==> src/rtl/pfg_pkg.sv <==
package pfg_pkg;
   typedef enum logic [1:0] {
      GS_PASS  = 2'd0,
      GS_GRACE = 2'd1,
      GS_BLOCK = 2'd2
   } gate_state_e;
endpackage

==> src/rtl/pfg_sync.sv <==
module pfg_sync #(
   parameter int unsigned STAGES  = 2,
   parameter logic        RST_VAL = 1'b1
) (
   input  logic clk,
   input  logic rst_n,
   input  logic d_async,
   output logic q_sync
);
   if (STAGES < 2) begin : g_chk_stages
      $error("pfg_sync: STAGES must be at least 2");
   end

   logic [STAGES-1:0] chain;

   for (genvar i = 0; i < STAGES; i++) begin : g_stage
      if (i == 0) begin : g_first
         always_ff @(posedge clk) begin
            if (!rst_n) chain[0] <= RST_VAL;
            else        chain[0] <= d_async;
         end
      end else begin : g_next
         always_ff @(posedge clk) begin
            if (!rst_n) chain[i] <= RST_VAL;
            else        chain[i] <= chain[i-1];
         end
      end
   end

   assign q_sync = chain[STAGES-1];
endmodule

==> src/rtl/pfg_grace_timer.sv <==
module pfg_grace_timer #(
   parameter int unsigned LIMIT = 800
) (
   input  logic clk,
   input  logic rst_n,
   input  logic start,
   input  logic run,
   output logic expired
);
   localparam int unsigned CW = (LIMIT < 2) ? 1 : $clog2(LIMIT);
   localparam logic [CW-1:0] LAST = CW'(LIMIT - 1);

   if (LIMIT < 1) begin : g_chk_limit
      $error("pfg_grace_timer: LIMIT must be at least 1");
   end

   logic [CW-1:0] cnt;

   always_ff @(posedge clk) begin
      if (!rst_n)                cnt <= '0;
      else if (start)            cnt <= '0;
      else if (run && !expired)  cnt <= cnt + 1'b1;
   end

   assign expired = (cnt == LAST);

   // the window count never passes its final value
   a_r5_count_bounded: assert property (@(posedge clk) disable iff (!rst_n)
      cnt <= LAST);
   // a fresh window always begins from zero
   a_r5_start_clears: assert property (@(posedge clk) disable iff (!rst_n)
      start |=> (cnt == '0));
endmodule

==> src/rtl/pfg_gate_fsm.sv <==
module pfg_gate_fsm
   import pfg_pkg::*;
(
   input  logic clk,
   input  logic rst_n,
   input  logic fault,
   input  logic ce_sync_n,
   input  logic expired,
   output logic start,
   output logic run,
   output logic ce_out_n,
   output logic gate_open
);
   gate_state_e state, nxt;

   always_comb begin
      nxt = state;
      unique case (state)
         GS_PASS:  if (fault) nxt = ce_sync_n ? GS_BLOCK : GS_GRACE;
         GS_GRACE: if (ce_sync_n || expired) nxt = GS_BLOCK;
         GS_BLOCK: if (!fault) nxt = GS_PASS;
         default:  nxt = GS_BLOCK;
      endcase
   end

   assign start = (state == GS_PASS) && (nxt == GS_GRACE);
   assign run   = (state == GS_GRACE);

   always_ff @(posedge clk) begin
      if (!rst_n) begin
         state     <= GS_BLOCK;
         ce_out_n  <= 1'b1;
         gate_open <= 1'b0;
      end else begin
         state     <= nxt;
         ce_out_n  <= (nxt == GS_BLOCK) | ce_sync_n;
         gate_open <= (nxt != GS_BLOCK);
      end
   end

   // a low enable reaches the memory only through an open gate
   a_r8_low_only_open: assert property (@(posedge clk) disable iff (!rst_n)
      !ce_out_n |-> gate_open);
   // a closed gate with a standing fault stays closed and high
   a_r6_no_reopen: assert property (@(posedge clk) disable iff (!rst_n)
      (!gate_open && fault) |=> (!gate_open && ce_out_n));
   // during the grace window the access is held low
   a_r5_grace_low: assert property (@(posedge clk) disable iff (!rst_n)
      (state == GS_GRACE) |-> (!ce_out_n && gate_open));
   // in steady pass mode the output tracks the synchronized enable
   a_r3_pass_follows: assert property (@(posedge clk) disable iff (!rst_n)
      (state == GS_PASS && $past(state) == GS_PASS) |-> (ce_out_n == $past(ce_sync_n)));
   // a fault seen while the enable is idle closes at that edge
   a_r4_idle_close: assert property (@(posedge clk) disable iff (!rst_n)
      (state == GS_PASS && fault && ce_sync_n) |=> (!gate_open && ce_out_n));
endmodule

==> src/rtl/pfail_ce_gate.sv <==
module pfail_ce_gate #(
   parameter int unsigned SYNC_STAGES = 2,
   parameter int unsigned GRACE_CYC   = 800
) (
   input  logic clk,
   input  logic rst_n,
   input  logic supply_ok,
   input  logic sys_reset,
   input  logic ce_in_n,
   output logic ce_out_n,
   output logic gate_open
);
   localparam int unsigned PASS_LATENCY = SYNC_STAGES + 1;

   if (PASS_LATENCY < 3) begin : g_chk_latency
      $error("pfail_ce_gate: synchronizer must have at least two stages");
   end
   if (GRACE_CYC < 1) begin : g_chk_grace
      $error("pfail_ce_gate: GRACE_CYC must be at least 1");
   end

   logic ce_sync_n;
   logic fault;
   logic tmr_start;
   logic tmr_run;
   logic tmr_expired;

   assign fault = sys_reset | ~supply_ok;

   pfg_sync #(
      .STAGES  (SYNC_STAGES),
      .RST_VAL (1'b1)
   ) u_sync (
      .clk     (clk),
      .rst_n   (rst_n),
      .d_async (ce_in_n),
      .q_sync  (ce_sync_n)
   );

   pfg_grace_timer #(
      .LIMIT (GRACE_CYC)
   ) u_timer (
      .clk     (clk),
      .rst_n   (rst_n),
      .start   (tmr_start),
      .run     (tmr_run),
      .expired (tmr_expired)
   );

   pfg_gate_fsm u_fsm (
      .clk       (clk),
      .rst_n     (rst_n),
      .fault     (fault),
      .ce_sync_n (ce_sync_n),
      .expired   (tmr_expired),
      .start     (tmr_start),
      .run       (tmr_run),
      .ce_out_n  (ce_out_n),
      .gate_open (gate_open)
   );

   // reset leaves the memory deselected and the gate closed
   a_r1_reset_closed: assert property (@(posedge clk)
      !rst_n |=> (ce_out_n && !gate_open));
   // with the supply low and no access pending, the path stays shut
   a_r9_supply_fault: assert property (@(posedge clk) disable iff (!rst_n)
      (!supply_ok && !gate_open) |=> !gate_open);
endmodule

==> config.mk <==
export PLATFORM = sky130hd
export DESIGN_NAME = pfail_ce_gate
export DESIGN_NICKNAME = d
export VERILOG_FILES = /design/src/rtl/pfg_pkg.sv /design/src/rtl/pfg_sync.sv /design/src/rtl/pfg_grace_timer.sv /design/src/rtl/pfg_gate_fsm.sv /design/src/rtl/pfail_ce_gate.sv
export SDC_FILE = /design/constraint.sdc
export NUM_CORES = 1
export LEC_CHECK = 0
export ABC_AREA = 1
export BUFFER_PORTS_ARGS = -buffer_cell sky130_fd_sc_hd__buf_4
export CAP_MARGIN = 20
export CORE_UTILIZATION = 45
export CTS_BUF_LIST = sky130_fd_sc_hd__clkbuf_4 sky130_fd_sc_hd__clkbuf_8
export CTS_CLUSTER_SIZE = 10
export DETAILED_ROUTE_END_ITERATION = 8
export GPL_TIMING_DRIVEN = 0
export HOLD_SLACK_MARGIN = 0.15
export MAX_ROUTING_LAYER = met4
export PLACE_DENSITY_LB_ADDON = 0.05
export SETUP_SLACK_MARGIN = 0.3
export SLEW_MARGIN = 20
export SYNTH_ARGS = -nofsm -noshare
export SYNTH_HDL_FRONTEND = slang
export SYNTH_SLANG_ARGS = --single-unit
export TNS_END_PERCENT = 1
==> constraint.sdc <==
create_clock -name clk -period 1.8 [get_ports clk]
set_input_delay 0.09 -clock clk [delete_from_list [all_inputs] [get_ports clk]]
set_output_delay 0.09 -clock clk [all_outputs]
set_load 0.1 [all_outputs]
==> results of run 1 <==
how the worst max path moves through the flow:
stage	from	end	slack, ps
detailed placement	u_timer.cnt[0]	u_timer.cnt[1]	300
global placement	u_timer.cnt[0]	u_fsm.state[0]	310
finish	rst_n	u_sync.chain[0]	390
CTS	u_timer.cnt[0]	u_timer.cnt[4]	300
floorplan	u_timer.cnt[0]	u_fsm.state[0]	510
global route	u_timer.cnt[1]	u_timer.cnt[0]	300
cells in the mapped netlist (all sizes together):
master	number
a21oi	10
nor2	14
nor3	1
nand3b	2
xor2	3
ha	1
o21ai	4
inv	17
nand3	6
or2	2
dfxtp	16
nand4	4
buf	1
nand2	40
stage by stage:
step            util  setup WS (ps)  hold WS (ps)  cell area (um^2)  power [W]
2_1_floorplan      -            509           184               837   0.000389
3_3_place_gp   0.529            309           277               913   0.000401
3_5_place_dp   0.529            297           292               913   0.000402
4_1_cts        0.579            295           198              1000   0.000651
5_1_grt        0.593            297           264              1020   0.000672
6_report       0.593            387           207              1020   0.000642
state kept, by name, summed over array words and instances, names as in the netlist:
name / flops
u_timer.cnt: 10
u_fsm.state: 2
u_fsm.ce_out_n: 1
u_fsm.gate_open: 1
u_sync.chain: 1
u_sync.q_sync: 1
worst register-to-register path, delay by kind of cell (launching register included):
kind                     cells  cell delay, ps
AO/OA/AOI/OAI                2             320
adder cells (fa/ha/maj)      1             190
buffers and inverters        2             230
flip-flops                   1             370
AND/OR/NAND/NOR              3             220
layer usage:
layer,share of wire,global-route usage,vias to the layer above
met5,0,-,-
met3,0.033,0.0600,5
met2,0.47,0.278,11
met4,0.021,0.0909,0
li1,-,-,411
met1,0.47,0.249,353
logic make-up (layout without fill, tap and decap cells):
logic type / count (synthesis) / count (layout) / share of synthesized area
simple gates: 69 / 69 / 0.392
buf+inv: 18 / 34 / 0.0822
flops: 16 / 16 / 0.383
compound gates: 14 / 14 / 0.0972
xor+xnor: 3 / 3 / 0.0314
fa+ha+maj: 1 / 1 / 0.0149
repair_timing:
action	in CTS	in global routing
buffers inserted	1	2
resized for setup	0	5
setup endpoints to repair	9	13
hold buffers	3	0
hold endpoints to repair	6	0
pin swaps	1	0
power by group through the flow:
| stage | registers, W | logic [W] | clock network [W] |
|---|---|---|---|
| 2_1_floorplan | 0.000377 | 0.0000114 | 0 |
| 5_1_grt | 0.000359 | 0.0000426 | 0.000270 |
| 4_1_cts | 0.000360 | 0.0000388 | 0.000252 |
| 6_report | 0.000359 | 0.0000387 | 0.000244 |
| 3_5_place_dp | 0.000369 | 0.0000337 | 0 |
| 3_3_place_gp | 0.000368 | 0.0000328 | 0 |
area by class of cell:
class | instances | area share
multi-input combinational | 87 | 0.442
inverter | 17 | 0.0623
timing repair buffer | 12 | 0.107
sequential | 16 | 0.317
tap | 25 | 0.0305
clock buffer | 4 | 0.0354
buffer | 1 | 0.00488
==> out/qor.yml, run 1 <==
layout_commonest_cell: "nand2_1"
yosysTopAreaCell: "dfxtp_1"
r2r_start: "u_timer.cnt[1]"
cts_num_sinks: 16
drive_gt1_frac: 0.219
yosysWarnings: 0
crit_path_max_incr_delay_ps: 560
syn_inst: 121
pwr-share-comb: 0.060
grt_start_max_net_pins: 11
r2r-end: "u_timer.cnt[4]"
cp_num_cells: 5
n_fill_cell: 173
post-route-drc-count: 0
clock_path_buffers: 2
dr.pass1.iters: 4
cts_buffers: 3
internal_power_w: 0.000496
max_freq_mhz: 708
synth_nets: 127
vias: 780
critPathTopFamily: "buffers and inverters"
fin_skew_ps: 1.60
rrSetupSlack_ps: 400
run_status: "finished clean"
first_iter_violations: 13
fp.dieArea_um2: 2040
synth.distinct_cells: 21
antenna_found_initial: 0
grt_use_total: 0.195
worst_pin_slew_ps: 396
clkSlewWorstSetupHoldPaths_ps: 90
seq_area_frac_synth: 0.383
sequentialPowerShare: 0.559
n_antenna_cell: 0
dpl.cell_count: 152
place_congestion: 0.774
report.final.slew_viol_count: 0
path_common_cell: "dlygate4sd3_1"
crit_chain: "dlygate4sd3_1 > buf_4 > inv_1 > or2_2 > dlygate4sd3_1"
powerDensity_nw_per_um2: 626
synth_top_area_share: 0.383
power.leakage_nw: 0.443
required_ps: 1990
holdPathStages: 5
hold_start: "sys_reset"
vdd_ir_drop_max_mv: 0.422
crit_arrival_ps: 1600
path_buf_inv: 4
port_buffers: 6
timing.final.crit_period_ps: 1410
multiInputGateArea_um2: 453
ys_ff_latch: 16
seq_area_um2: 325
fin_crit_sh: 0.785
cp_max_fo: 4
insertion_delay_ps: 290
start_util: 0.485
holdPathEnd: "u_fsm.ce_out_n"
final_cell_mix: "nand2_1 (38), inv_1 (15), dfxtp_1 (14)"
setup_viol: 0
routed_wl_um: 1630
rr_worst_depth: 8
stdcell_count: 162
fp.dieH_um: 45.1
grt_pass1_wl_um: 2660
core_region_area_um2: 1730
crit_path_end_kind: "flop"
layout.nets: 144
grt_pass1_vias: 617
crit_path_top_delay_cell: "dlygate4sd3_1"
die_w_um: 45.1
wl_per_cell_um: 10.1
grt.overflow.total: 0
htreeDepth: 1
ant_nets: 0
std_cell_rows: 15
clockPowerShare: 0.381
pin_count: 7
relSlewSlack: 0.736
cts-root-buf: "clkbuf_4"
fin_setup_tns_ps: 0
min_path_type: "in -> reg"
synth.area.top_cells: "dfxtp_1 (38%), nand2_1 (17%), inv_1 (6.7%)"
synthesis.area_um2: 837
p_sw_w: 0.000146
post-dp-hpwl_um: 1170
hold_viol: 0
max_cap_violations: 0
critPathKind: "in -> reg"
startpoint_type: "primary input"
syn2layout_area_growth_pct: 22.4
syn_avg_cell_area_um2: 6.92
via_per_inst: 4.81
swShare: 0.227
cts_tree: "built"
grt_setup_unrepaired: "no"
Note: power is estimated with default switching activity, not from simulation.
==> run 2: changes to the inputs <==
==> constraint.sdc (replaced) <==
create_clock -name clk -period 1.2 [get_ports clk]
set_input_delay 0.06 -clock clk [delete_from_list [all_inputs] [get_ports clk]]
set_output_delay 0.06 -clock clk [all_outputs]
set_load 0.1 [all_outputs]
==> out/qor.yml, run 2 (synthesis results as in run 1) <==
cts_num_sinks: 16
via_per_inst: 4.87
place_congestion: 0.785
n_fill_cell: 157
largest_reg_flops: 10
port_buffers: 6
critPathKind: "reg -> reg"
std_cell_rows: 15
layout.nets: 148
grt_start_max_net_pins: 11
clock_path_buffers: 2
fp.dieArea_um2: 2040
grt_pass1_wl_um: 3020
grt_use_total: 0.212
post-dp-hpwl_um: 1110
syn2layout_area_growth_pct: 33.3
max_freq_mhz: 743
fin_util: 0.646
cp_max_fo: 5
drive_gt1_frac: 0.291
dp_slack_ps: -190
timing.final.ws_setup_ps: -146
grt_setup_unrepaired: "yes"
ant_nets: 0
run_status: "finished, violations left"
die_w_um: 45.1
layout_commonest_cell: "nand2_1"
crit_path_max_incr_delay_ps: 370
post-route-drc-count: 0
crit_arrival_ps: 1580
vias: 808
final_cell_mix: "nand2_1 (37), inv_1 (15), dfxtp_1 (12)"
fin_crit_sh: 1.12
grt.overflow.total: 0
max_cap_violations: 0
powerDensity_nw_per_um2: 866
timing.final.crit_period_ps: 1350
required_ps: 1430
startpoint_type: "flop"
setup_viol: 12
finalPower_w: 0.000966
hold_viol: 0
insertion_delay_ps: 290
min_path_type: "in -> reg"
core_region_area_um2: 1730
fin_skew_ps: 2.28
clkSlewWorstSetupHoldPaths_ps: 100
crit_path_top_delay_cell: "dfxtp_4"
routed_wl_um: 1830
report.final.slew_viol_count: 0
relSlewSlack: 0.722
start_util: 0.485
first_iter_violations: 17
crit_path_end_kind: "flop"
multiInputGateArea_um2: 493
n_antenna_cell: 0
fin_setup_tns_ps: -1270
pin_count: 7
htreeDepth: 1
grt_pass1_vias: 709
violations: "negative setup slack"
cts_buffers: 3
worst_pin_slew_ps: 416
fp.dieH_um: 45.1
wl_per_cell_um: 11.0
cts_tree: "built"
antenna_found_initial: 0
seq_area_um2: 330
largest-register: "u_timer.cnt"
dr.pass1.iters: 4
crit_chain: "ha_4 > nand2_4 > inv_4 > nand3b_4 > o21ai_4 > buf_6 > nand2_1 > a21oi_2"
top_regs: "u_timer.cnt x10, u_fsm.state x2"
vdd_ir_drop_max_mv: 0.639
cts-root-buf: "clkbuf_4"
power.leakage_nw: 0.488
==> run 2: cell types whose count changed in the layout (fill, tap and decap cells not counted), moves of 2 or more <==
| cell | before | now |
|---|---|---|
| buf_6 | 0 | 3 |
| a21oi_1 | 10 | 8 |
| a21oi_2 | 0 | 2 |
| dfxtp_1 | 14 | 12 |
==> run 2: critical path, delay by kind of cell, from the launching register on <==
family                     cells  cell delay [ps]
DFF                            1              370
AOI/OAI and AO/OA              2              320
and+or+nand+nor                3              220
buffers and inverters          2              210
adders and majority gates      1              140
==> run 2: where the power goes <==
group | internal [W] | total (W) | leakage [nW] | switching, W
logic | 0.0000261 | 0.0000598 | 0.336 | 0.0000337
clock network | 0.000185 | 0.000368 | 0.0210 | 0.000183
registers | 0.000533 | 0.000538 | 0.131 | 0.00000488
==> run 2: final cells by class <==
class / count / area share
multi-input cells: 88 / 0.442
clock buffers: 4 / 0.0325
repair buffers: 15 / 0.138
flip-flops and latches: 16 / 0.296
inverters: 17 / 0.0594
well taps: 25 / 0.0280
plain buffers: 1 / 0.00448
==> run 2: worst paths after layout <==
check / end / slack, ps / start / cells past startpoint
hold / removal: u_fsm.state[1] / 5 / rst_n / 2
setup / recovery: u_timer.cnt[3] / -150 / u_timer.cnt[0] / 8
setup reg to reg: u_timer.cnt[3] / -150 / u_timer.cnt[0] / 8
hold reg to reg: u_sync.q_sync / 430 / u_sync.chain[0] / 1
==> run 2: what timing repair did <==
item / CTS / global route
endpoints found under the hold margin: 6 / 6
setup buffers: 6 / 1
setup endpoints to repair: 16 / 15
pin swaps: 8 / 5
hold buffers: 1 / 1
gates resized for setup: 14 / 5
cloned: 1 / 0
==> run 2: stage by stage <==
| step | instance area [um^2] | hold WS (ps) | instances |
|---|---|---|---|
| finish | 1120 | 4.56 | 166 |
| global route | 1120 | 7.90 | 166 |
| CTS | 1080 | 2.58 | 164 |
| detailed placement | 933 | 254 | 152 |
| global placement | 933 | 248 | 152 |
| floorplan | 857 | 154 | 121 |
==> run 2: metal layers <==
layer,global-route usage,routed length [um]
met1,0.270,867
met2,0.336,886
met3,0.0240,41
met4,0.0909,32
met5,-,0
==> run 3: changes to the inputs <==
--- a/config.mk
+++ b/config.mk
@@ -6,12 +6,12 @@
 export NUM_CORES = 1
 export LEC_CHECK = 0
 export ABC_AREA = 1
-export BUFFER_PORTS_ARGS = -buffer_cell sky130_fd_sc_hd__buf_4
 export CAP_MARGIN = 20
 export CORE_UTILIZATION = 45
 export CTS_BUF_LIST = sky130_fd_sc_hd__clkbuf_4 sky130_fd_sc_hd__clkbuf_8
 export CTS_CLUSTER_SIZE = 10
 export DETAILED_ROUTE_END_ITERATION = 8
+export DONT_BUFFER_PORTS = 1
 export GPL_TIMING_DRIVEN = 0
 export HOLD_SLACK_MARGIN = 0.15
 export MAX_ROUTING_LAYER = met4
==> out/qor.yml, run 3 (synthesis results as in run 1) <==
die_w_um: 45.1
fp.dieH_um: 45.1
fin_skew_ps: 1.92
via_per_inst: 4.96
r2r-end: "u_timer.cnt[1]"
timing.final.crit_period_ps: 1310
cts_buffers: 3
crit_arrival_ps: 1540
cts_num_sinks: 16
vdd_ir_drop_max_mv: 0.692
clock_path_buffers: 2
n_fill_cell: 174
rr_worst_depth: 8
r2r_start: "u_timer.cnt[1]"
fin_setup_tns_ps: -1050
grt_pass1_wl_um: 2930
layout_commonest_cell: "nand2_1"
place_congestion: 0.822
cts_tree: "built"
vias: 788
max_cap_violations: 0
cts-root-buf: "clkbuf_4"
cp_max_fo: 5
crit_path_end_kind: "flop"
top_regs: "u_timer.cnt x10, u_fsm.state x2"
critPathKind: "reg -> reg"
multiInputGateArea_um2: 512
run_status: "finished, violations left"
start_util: 0.485
antenna_found_initial: 0
fp.dieArea_um2: 2040
fin_crit_sh: 1.09
startpoint_type: "flop"
largest-register: "u_timer.cnt"
grt_pass1_vias: 680
fin_util: 0.607
dpl.cell_count: 146
relSlewSlack: 0.666
grt.overflow.total: 0
syn2layout_area_growth_pct: 25.1
n_antenna_cell: 0
seq_area_um2: 334
layout.nets: 141
drive_gt1_frac: 0.239
largest_reg_flops: 10
std_cell_rows: 15
report.final.slew_viol_count: 0
routed_wl_um: 1760
grt_use_total: 0.211
final_cell_mix: "nand2_1 (38), inv_1 (15), dfxtp_1 (11)"
hold_viol: 0
dr.pass1.iters: 4
dp_slack_ps: -186
violations: "negative setup slack"
clkSlewWorstSetupHoldPaths_ps: 100
post-route-drc-count: 0
max_freq_mhz: 762
setup_viol: 12
stdcell_count: 159
power.leakage_nw: 0.436
worst_pin_slew_ps: 502
hold_slack_ps: 146
first_iter_violations: 18
rrSetupSlack_ps: -110
insertion_delay_ps: 290
htreeDepth: 1
post-dp-hpwl_um: 1120
endpoint: "u_timer.cnt[1]"
ant_nets: 0
powerDensity_nw_per_um2: 908
wl_per_cell_um: 11.1
min_path_type: "in -> reg"
timing.final.ws_setup_ps: -112
pin_count: 7
core_region_area_um2: 1730
startpoint: "u_timer.cnt[1]"
grt_setup_unrepaired: "yes"
grt_start_max_net_pins: 11
required_ps: 1430
port_buffers: 0
-- run 3: cell types whose count changed in the layout (fill, tap and decap cells not counted), sizes merged --
cell	previous run	this run
buf	14	4
o21ai	4	5
dlygate4sd3	2	4
-- run 3: layer usage --
| layer | global-route usage | wire length (um) | vias to the layer above |
|---|---|---|---|
| met2 | 0.319 | 798 | 13 |
| met4 | 0.109 | 37 | 0 |
| met3 | 0.0480 | 42 | 5 |
| met5 | - | 0 | - |
| met1 | 0.261 | 886 | 359 |
| li1 | - | - | 411 |
-- run 3: layout make-up --
cell class	count	share of cell area
Sequential cell	16	0.319
Tap cell	25	0.0299
Inverter	17	0.0633
Multi-Input combinational cell	89	0.489
Buffer	1	0.00478
Clock buffer	4	0.0346
Timing Repair Buffer	7	0.0597
-- run 3: timing repair --
| item | in CTS | in global routing |
|---|---|---|
| hold buffers | 3 | 1 |
| resized for setup | 9 | 4 |
| setup buffers | 3 | 0 |
| gates cloned | 2 | 0 |
| pin swaps | 7 | 3 |
| setup endpoints to repair | 16 | 16 |
| endpoints found under the hold margin | 7 | 3 |
-- run 3: how the worst min path moves through the flow --
stage | from | to | slack [ps] | cells past startpoint
2_1_floorplan | rst_n | u_fsm.ce_out_n | 150 | 1
3_3_place_gp | rst_n | u_fsm.ce_out_n | 170 | 1
3_5_place_dp | rst_n | u_fsm.ce_out_n | 160 | 1
4_1_cts | rst_n | u_fsm.ce_out_n | -150 | 1
5_1_grt | rst_n | u_timer.cnt[5] | 170 | 2
6_report | rst_n | u_timer.cnt[5] | 150 | 2
-- run 3: critical path, cell delays in order (launching register included) --
cell,delay [ps]
dfxtp_4,360
ha_4,160
nand2_4,80
inv_4,40
nand3b_4,110
nor2_4,70
nor2_4,180
nand2_1,90
a21oi_2,130
-- run 3: power breakdown --
group | switching [W] | total (W) | internal [W]
combinational | 0.0000181 | 0.0000335 | 0.0000154
sequential | 0.0000177 | 0.000550 | 0.000532
clock | 0.000182 | 0.000368 | 0.000185
-- run 3: metrics by stage --
step | cell area, um^2 | total power (W)
finish | 1050 | 0.000951
global route | 1050 | 0.000992
CTS | 1030 | 0.000953
detailed placement | 888 | 0.000587
global placement | 888 | 0.000586
floorplan | 857 | 0.000581
